## src/rtl/xc_pkg.sv

```systemverilog
package xc_pkg;
  typedef enum logic [1:0] {
    PICK_SAME   = 2'd0,
    PICK_FREE   = 2'd1,
    PICK_OLDEST = 2'd2
  } pick_e;
endpackage

```

## src/rtl/xc_match.sv

```systemverilog
module xc_match #(
  parameter int N  = 8,
  parameter int W  = 20,
  localparam int IW = (N > 1) ? $clog2(N) : 1
) (
  input  logic [N-1:0]        vld,
  input  logic [N-1:0][W-1:0] tags,
  input  logic [W-1:0]        key,
  output logic                hit,
  output logic [N-1:0]        onehot,
  output logic [IW-1:0]       idx
);
  for (genvar g = 0; g < N; g++) begin : g_cmp
    assign onehot[g] = vld[g] && (tags[g] == key);
  end

  assign hit = |onehot;

  always_comb begin
    idx = '0;
    for (int i = 0; i < N; i++) begin
      if (onehot[i]) idx = idx | IW'(i);
    end
  end
endmodule

```

## src/rtl/xc_free.sv

```systemverilog
module xc_free #(
  parameter int N  = 8,
  localparam int IW = (N > 1) ? $clog2(N) : 1
) (
  input  logic [N-1:0]  vld,
  output logic          any_free,
  output logic [IW-1:0] free_idx
);
  always_comb begin
    any_free = 1'b0;
    free_idx = '0;
    for (int i = N - 1; i >= 0; i--) begin
      if (!vld[i]) begin
        any_free = 1'b1;
        free_idx = IW'(i);
      end
    end
  end
endmodule

```

## src/rtl/xc_age.sv

```systemverilog
module xc_age #(
  parameter int N  = 8,
  localparam int IW = (N > 1) ? $clog2(N) : 1
) (
  input  logic          clk,
  input  logic          rst_n,
  input  logic          touch,
  input  logic [IW-1:0] touch_idx,
  output logic [IW-1:0] oldest_idx
);
  // Each entry holds a distinct rank; 0 is the most recent use.
  logic [N-1:0][IW-1:0] rank;

  always_ff @(posedge clk) begin
    if (!rst_n) begin
      for (int i = 0; i < N; i++) rank[i] <= IW'(i);
    end else if (touch) begin
      for (int i = 0; i < N; i++) begin
        if (IW'(i) == touch_idx)          rank[i] <= '0;
        else if (rank[i] < rank[touch_idx]) rank[i] <= rank[i] + 1'b1;
      end
    end
  end

  always_comb begin
    oldest_idx = '0;
    for (int i = 0; i < N; i++) begin
      if (rank[i] == IW'(N - 1)) oldest_idx = IW'(i);
    end
  end
endmodule

```

## src/rtl/xlat_cache.sv

```systemverilog
module xlat_cache #(
  parameter int ENTRIES = 8,
  parameter int VA_W    = 32,
  parameter int PAGE_W  = 12,
  parameter int PPN_W   = 24,
  localparam int VPN_W  = VA_W - PAGE_W,
  localparam int PA_W   = PPN_W + PAGE_W,
  localparam int IW     = (ENTRIES > 1) ? $clog2(ENTRIES) : 1
) (
  input  logic             clk,
  input  logic             rst_n,
  input  logic             req_valid,
  output logic             req_ready,
  input  logic [VA_W-1:0]  req_vaddr,
  input  logic             req_store,
  output logic             rsp_valid,
  input  logic             rsp_ready,
  output logic             rsp_miss,
  output logic [PA_W-1:0]  rsp_paddr,
  output logic             rsp_acc_fault,
  output logic             rsp_dirty_fault,
  input  logic             ins_en,
  input  logic [VPN_W-1:0] ins_vpn,
  input  logic [PPN_W-1:0] ins_ppn,
  input  logic             ins_acc,
  input  logic             ins_dirty,
  input  logic             inv_en,
  input  logic [VPN_W-1:0] inv_vpn,
  input  logic             flush_all
);
  import xc_pkg::*;

  logic [ENTRIES-1:0]             ent_vld;
  logic [ENTRIES-1:0]             ent_acc;
  logic [ENTRIES-1:0]             ent_dty;
  logic [ENTRIES-1:0][VPN_W-1:0]  ent_vpn;
  logic [ENTRIES-1:0][PPN_W-1:0]  ent_ppn;

  // Lookup port match
  logic               lk_hit;
  logic [ENTRIES-1:0] lk_oh;
  logic [IW-1:0]      lk_idx;
  xc_match #(.N(ENTRIES), .W(VPN_W)) u_lk (
    .vld(ent_vld), .tags(ent_vpn), .key(req_vaddr[VA_W-1:PAGE_W]),
    .hit(lk_hit), .onehot(lk_oh), .idx(lk_idx)
  );

  // Insert port match (overwrite in place)
  logic               is_hit;
  logic [ENTRIES-1:0] is_oh;
  logic [IW-1:0]      is_idx;
  xc_match #(.N(ENTRIES), .W(VPN_W)) u_is (
    .vld(ent_vld), .tags(ent_vpn), .key(ins_vpn),
    .hit(is_hit), .onehot(is_oh), .idx(is_idx)
  );

  // Invalidate port match
  logic               iv_hit;
  logic [ENTRIES-1:0] iv_oh;
  logic [IW-1:0]      iv_idx;
  xc_match #(.N(ENTRIES), .W(VPN_W)) u_iv (
    .vld(ent_vld), .tags(ent_vpn), .key(inv_vpn),
    .hit(iv_hit), .onehot(iv_oh), .idx(iv_idx)
  );

  logic          any_free;
  logic [IW-1:0] free_idx;
  xc_free #(.N(ENTRIES)) u_free (
    .vld(ent_vld), .any_free(any_free), .free_idx(free_idx)
  );

  logic          touch;
  logic [IW-1:0] touch_idx;
  logic [IW-1:0] oldest_idx;
  xc_age #(.N(ENTRIES)) u_age (
    .clk(clk), .rst_n(rst_n), .touch(touch),
    .touch_idx(touch_idx), .oldest_idx(oldest_idx)
  );

  // Control priority: flush, then invalidate, then insert.
  logic ctl_busy, do_inv, do_ins, accept;
  assign ctl_busy = flush_all | inv_en | ins_en;
  assign do_inv   = !flush_all && inv_en;
  assign do_ins   = !flush_all && !inv_en && ins_en;
  assign req_ready = !ctl_busy && (!rsp_valid || rsp_ready);
  assign accept   = req_valid && req_ready;

  pick_e         pick;
  logic [IW-1:0] tgt;
  always_comb begin
    if (is_hit)        pick = PICK_SAME;
    else if (any_free) pick = PICK_FREE;
    else               pick = PICK_OLDEST;
    unique case (pick)
      PICK_SAME: tgt = is_idx;
      PICK_FREE: tgt = free_idx;
      default:   tgt = oldest_idx;
    endcase
  end

  assign touch     = do_ins || (accept && lk_hit);
  assign touch_idx = do_ins ? tgt : lk_idx;

  always_ff @(posedge clk) begin
    if (!rst_n) begin
      ent_vld <= '0;
      ent_acc <= '0;
      ent_dty <= '0;
      ent_vpn <= '0;
      ent_ppn <= '0;
    end else if (flush_all) begin
      ent_vld <= '0;
    end else if (do_inv) begin
      if (iv_hit) ent_vld[iv_idx] <= 1'b0;
    end else if (do_ins) begin
      ent_vld[tgt] <= 1'b1;
      ent_acc[tgt] <= ins_acc;
      ent_dty[tgt] <= ins_dirty;
      ent_vpn[tgt] <= ins_vpn;
      ent_ppn[tgt] <= ins_ppn;
    end
  end

  always_ff @(posedge clk) begin
    if (!rst_n) begin
      rsp_valid       <= 1'b0;
      rsp_miss        <= 1'b0;
      rsp_paddr       <= '0;
      rsp_acc_fault   <= 1'b0;
      rsp_dirty_fault <= 1'b0;
    end else if (accept) begin
      rsp_valid       <= 1'b1;
      rsp_miss        <= !lk_hit;
      rsp_paddr       <= lk_hit ? {ent_ppn[lk_idx], req_vaddr[PAGE_W-1:0]} : '0;
      rsp_acc_fault   <= lk_hit && !ent_acc[lk_idx];
      rsp_dirty_fault <= lk_hit && req_store && !ent_dty[lk_idx];
    end else if (rsp_ready) begin
      rsp_valid <= 1'b0;
    end
  end
endmodule

```

## config.mk

```make
export PLATFORM = sky130hd
export DESIGN_NAME = xlat_cache
export DESIGN_NICKNAME = d
export VERILOG_FILES = /design/src/rtl/xc_pkg.sv /design/src/rtl/xc_match.sv /design/src/rtl/xc_free.sv /design/src/rtl/xc_age.sv /design/src/rtl/xlat_cache.sv
export SDC_FILE = /design/constraint.sdc
export NUM_CORES = 2
export LEC_CHECK = 0
export CAP_MARGIN = 15
export CORE_MARGIN = 5
export CORE_UTILIZATION = 45
export CTS_BUF_LIST = sky130_fd_sc_hd__clkbuf_4 sky130_fd_sc_hd__clkbuf_8
export CTS_CLUSTER_DIAMETER = 120
export DETAILED_ROUTE_END_ITERATION = 6
export PLACE_DENSITY = 0.61
export SYNTH_ARGS = -nofsm -noshare
export SYNTH_HDL_FRONTEND = slang
export SYNTH_SLANG_ARGS = --single-unit
```

## constraint.sdc

```tcl
create_clock -name clk -period 5.7 [get_ports clk]
set_input_delay 1.14 -clock clk [delete_from_list [all_inputs] [get_ports clk]]
set_output_delay 1.14 -clock clk [all_outputs]
set_load 0.005 [all_outputs]
```

# Yosys cells after proc, flatten, opt, wreduce, memory -nomap -nowiden

Cells that the tools add are included.

Bits in registers: 440
Bits of input ports: 106

Add/sub/neg operators: 8
Order comparisons: 14
Equal/unequal tests: 40
Multiplexer cells: 90
Bitwise gates (word level): 8
Reduce and logical (&&, ||, !) cells: 70

Operators by type and width:

| cell                  | count |
|---|---|
| $eq A20 B20 Y1        | 24 |
| $bwmux W192           | 1 |
| $bwmux W160           | 1 |
| $mux W3               | 42 |
| $bmux W24 S3          | 1 |
| $demux W24 S3         | 1 |
| $demux W20 S3         | 1 |
| $mux W24              | 2 |
| $mux W36              | 1 |
| $logic_and A1 B1 Y1   | 35 |
| $add A3 B1 Y3 const B | 8 |
| $lt A3 B3 Y1          | 8 |
| $mux W8               | 3 |
| $reduce_or A8 Y1      | 3 |
| $eq A3 B3 Y1 const B  | 7 |
| $mux W2               | 10 |
| $mux W20              | 1 |
| $reduce_bool A2 Y1    | 10 |
| $mux W1               | 18 |
| $reduce_and A2 Y1     | 9 |
| $bwmux W8             | 2 |
| $lt A3 B4 Y1 const B  | 4 |
| $eq A3 B3 Y1 const A  | 4 |
| $bmux W3 S3           | 1 |
| 19 further kinds      | 33 |

# Logic depth before layout (Yosys ltp)

Depth in word-level cells: 19
Depth in mapped cells: 20
Depth with buffers taken out: 18

# Hierarchy

Synthesis repeated with hierarchy kept, for this count alone.

Cells, all modules: 2509
Area, all modules: 25296.8 µm²

By module, submodules not included:

| module     | times used | cells an instance | area an instance (µm²) | sequential area each (µm²) |
|---|---|---|---|---|
| xlat_cache | 1          | 1533              | 16819.9                | 8328.0 |
| xc_match   | 3          | 248               | 2075.7                 | 0.0 |
| xc_age     | 1          | 216               | 2170.8                 | 480.5 |
| xc_free    | 1          | 16                | 78.8                   | 0.0 |

# Least setup slack after synthesis

No wires, ideal clock.

Path type: input to register
Start point: input port ins_vpn[19]
End point: register u_age.rank[20] in the netlist's numbering
Library setup time: 0.122 ns
Data arrival time: 5.212 ns
Required time: 5.578 ns
Path slack: 0.366 ns
Stages: 19
Cells stage by stage: clkbuf_1 -> buf_2 -> xnor2_1 -> nand4_1 -> or4_1 -> o22ai_2 -> nor2_1 -> a2111o_1 -> and2_4 -> buf_6 -> nand2_1 -> o22ai_1 -> a31oi_1 -> o211ai_1 -> ha_1 -> a31o_2 -> a21oi_1 -> o21ai_1 -> a221o_1

Longest elaborated chain between the ends: 16
Elaborated cells between the ends (all ways): 36
Classes of those cells: order compare (1); eq/ne (10); mux (13); reduce/logical (12)

Ends and longest elaborated chain:

| element                        | RTL line          | source |
|---|---|---|
| start: declaration             | xlat_cache.sv:23  | `input logic [VPN_W-1:0] ins_vpn,` |
| $eq A20 B20 Y1                 | xc_match.sv:14    | `assign onehot[g] = vld[g] && (tags[g] == key);` |
| $logic_and A1 B1 Y1            | xc_match.sv:14    |  |
| $mux W1                        | xc_match.sv:22    | `if (onehot[i]) idx = idx \| IW'(i);` |
| $mux W2 (2 in a row)           | xc_match.sv:22    |  |
| $mux W3 (4 in a row)           | xc_match.sv:22    |  |
| $pmux W3 S2 (*)                | xlat_cache.sv:94  | `unique case (pick)` |
| $mux W3 (*)                    | xlat_cache.sv:102 | `assign touch_idx = do_ins ? tgt : lk_idx;` |
| $bmux W3 S3                    | xc_age.sv:20      | `else if (rank[i] < rank[touch_idx]) rank[i] <= rank[i] + 1'b1;` |
| $mux W3 (implied by the code)  | xc_age.sv:20      |  |
| $lt A3 B3 Y1                   | xc_age.sv:20      |  |
| $reduce_bool A2 Y1 (no line)   | n/a               |  |
| $reduce_and A2 Y1 (no line)    | n/a               |  |
| end signal: indexed assignment | xc_age.sv:19      | `if (IW'(i) == touch_idx) rank[i] <= '0;` |
| end: declaration               | xc_age.sv:12      | `logic [N-1:0][IW-1:0] rank;` |

Every way passes the cells marked *; elsewhere a longest branch is shown, timed or not. The select of a mux whose other input is x is not followed.
A chain may end at the register's enable or synchronous reset.

# Worst setup path after layout

Start point: input port ins_vpn[10]
End point: register u_age.rank[19] in the netlist's numbering

Same word-level chain as after synthesis.

==> run metrics <==
area grow syn2layout 22.34%; Most used DFF post-synth dfxtp_1; placed cell area a little under 0.03 mm^2; final hold vios 0; EDFF count, synth 0; RSZ-0062 raised after global routing no; Placement Setup Slack -373.7 ps; setup tns final 0 ps; top-count cell post-synth nand2_1; Synth Register Bits 440; first-pass GRT wire length 154900 um; part of the Yosys area used for sequential elements 34.96%; Tot GR Track Use between 30% and 40%; arrival time at the worst endpoint 6010 ps; worst setup path class in -> reg; critical path fanouts, max 6; Sink Count 440; area leader, netlist dfxtp_1; TritonCTS clock tree built; total setup buffers inserted after CTS 0; r2r setup slk 990 ps; 1st-iter DRT viols 2259; core box area 0.05531 mm^2; Post-synth ARST share 0%; Max IR drop VDD 204.6 uV; worst-margin pin slew 1262 ps; Clock Root Buffer clkbuf_8; CTS Buf Count 81; WL final 106000 um; number of max-cap violations 0; Critical Path RT about 6300 ps; Avg Vias per Cell 5.854; Syn. warnings 0; # setup viols final 0; Hold Crit Class reg -> reg; Synth Cell Area 0.02520 mm^2; Max Transition Viols Final 0; Cells after DPL slightly above 4000; Worst R2R Start ent_vpn[22]; via count 24533; Synth Area per Inst 7.966 um^2; Tot Pwr 7.263 mW; GP Congestion 1.004; clock transition at the registers of the reported paths 60 ps; post-route clock period utilization 95.34%; hold path start ent_ppn[93]; Fmax achieved 184.0 MHz; status finished, final reports clean; vias in the first global route roughly 24000; # nets final approximately 3500; CP endpoint kind register; Min-Delay Path Depth 2; I/O pins 147; final HPWL from detailed placement 72440 um; placement row count 86; post-synthesis cell count 3163; initial antenna violation count 1; CTS resizes 0; relative slew slack between 15 and 20%; Tmin final 5434 ps; reg2reg end u_age.rank[19]; chip width 246.6 um; Yosys cell types 71; Worst Setup Start Kind input port; wire length per cell 25.29 um; Cell Pwr Density 235.6 mW/mm^2; reg2reg path depth 18; largest net degree at the start of global routing 165; PortBufs between 100 and 150; Synth top cells by count 524 x nand2_1, 440 x dfxtp_1, 330 x a21oi_1; Final Cell Area 0.03082 mm^2; htree depth 3; DIE HEIGHT about 250 um; Non-Filler Instances 4191; fill cell count 5236; Initial Util 45.55%; setup ws final 265.8 ps; clk_lat worst skew about 700 ps; DRT antenna net count 0; DIE AREA 0.06082 mm^2; Synth top area share 34.96%; # hold bufs at CTS 0; Mapped Nets around 3300; DRT Pass-1 Iters 6; Leakage 11.08 nW; worst-case clock buffer depth 3; share of layout cells above drive strength 1 13.25%; crit path from ins_vpn[10]; synth top area cells dfxtp_1 35%, xnor2_1 11%, nand2_1 7.8%; Max Clock Skew 34.67 ps; drc violations 0; total grt overflow 0; Worst Hold End ent_ppn[93]
layout make-up:
class                           count  area, um^2  share of cell area (%)
Multi-Input combinational cell   2424       15290                   49.62
Clock buffer                      125        1577                   5.114
Inverter                           22       90.09                  0.2923
Sequential cell                   440        8808                   28.58
Tap cell                          748       935.9                   3.036
Clock inverter                     18       175.2                  0.5683
Timing Repair Buffer              413        3941                   12.79
Antenna cell                        1       2.502                0.008118
logic make-up after synthesis:
| kind of cell | after synthesis | synth area share (%) |
|---|---|---|
| flops | 440 | 34.96 |
| xor+xnor | 478 | 16.62 |
| fa+ha+maj | 24 | 1.187 |
| buf+inv | 299 | 4.668 |
| compound gates | 544 | 13.01 |
| mux | 196 | 7.787 |
| simple gates | 1182 | 21.78 |
routing by layer:
metal	track usage (%)	wire, um
met4	16.08	5841
met1	43.84	44250
met5	0.9804	83
met2	53.27	47250
met3	8.017	8570
placed cells by master, fill, tap and decap left out, types with 45 or more instances in the layout:
master | netlist | layout
nand2_1 | 524 | 520
dfxtp_1 | 440 | 440
a21oi_1 | 330 | 330
xnor2_1 | 324 | 324
buf_4 | 0 | 229
nor2_1 | 235 | 228
mux2i_1 | 196 | 196
xor2_1 | 154 | 154
clkdlybuf4s50_1 | 0 | 146
nand4_1 | 118 | 118
clkbuf_8 | 0 | 102
a211oi_1 | 81 | 81
nand3_1 | 69 | 68
nor4_1 | 67 | 67
and2_1 | 45 | 45
per-stage QoR:
| stage | hold slack (ps) | util (%) |
|---|---|---|
| after floorplan | 435.7 | - |
| after CTS | 453.7 | 55.73 |
| after detailed placement | 446.0 | 52.56 |
| after global routing | 471.7 | 55.73 |
| final | 453.4 | 55.73 |
| after global placement | 440.8 | 52.56 |
power breakdown:
group	switching, mW	internal, mW
sequential	0.0245	3.10
combinational	0.515	0.361
clock	1.44	1.82
state kept, by name (all words and copies together) (netlist names):
name and flops:
ent_dty 8, u_age.rank 24, ent_acc 8, ent_vld 8, rsp_paddr 36, ent_vpn 160
ent_ppn 192, rsp_miss 1, rsp_valid 1, rsp_dirty_fault 1, rsp_acc_fault 1
worst max path at each step:
stage / depth (start not counted) / endpoint
after floorplan: 19 / u_age.rank[20]
after global placement: 21 / u_age.rank[17]
after detailed placement: 21 / u_age.rank[23]
after CTS: 21 / u_age.rank[23]
after global routing: 21 / u_age.rank[11]
final: 19 / u_age.rank[19]
critical path: stages:
cell,delay [ps]
clkdlybuf4s50_1,600
buf_4,280
xnor2_1,280
nand3_1,120
nor4_1,410
buf_4,190
nand4_1,210
and4_1,330
a2111o_1,400
nand2_1,160
buf_4,150
nand2_1,60
a31oi_1,170
o211ai_1,180
ha_1,330
a31o_2,230
a21oi_1,240
o21ai_1,140
a221o_1,370
No activity file was read; power rests on OpenSTA's default activity.
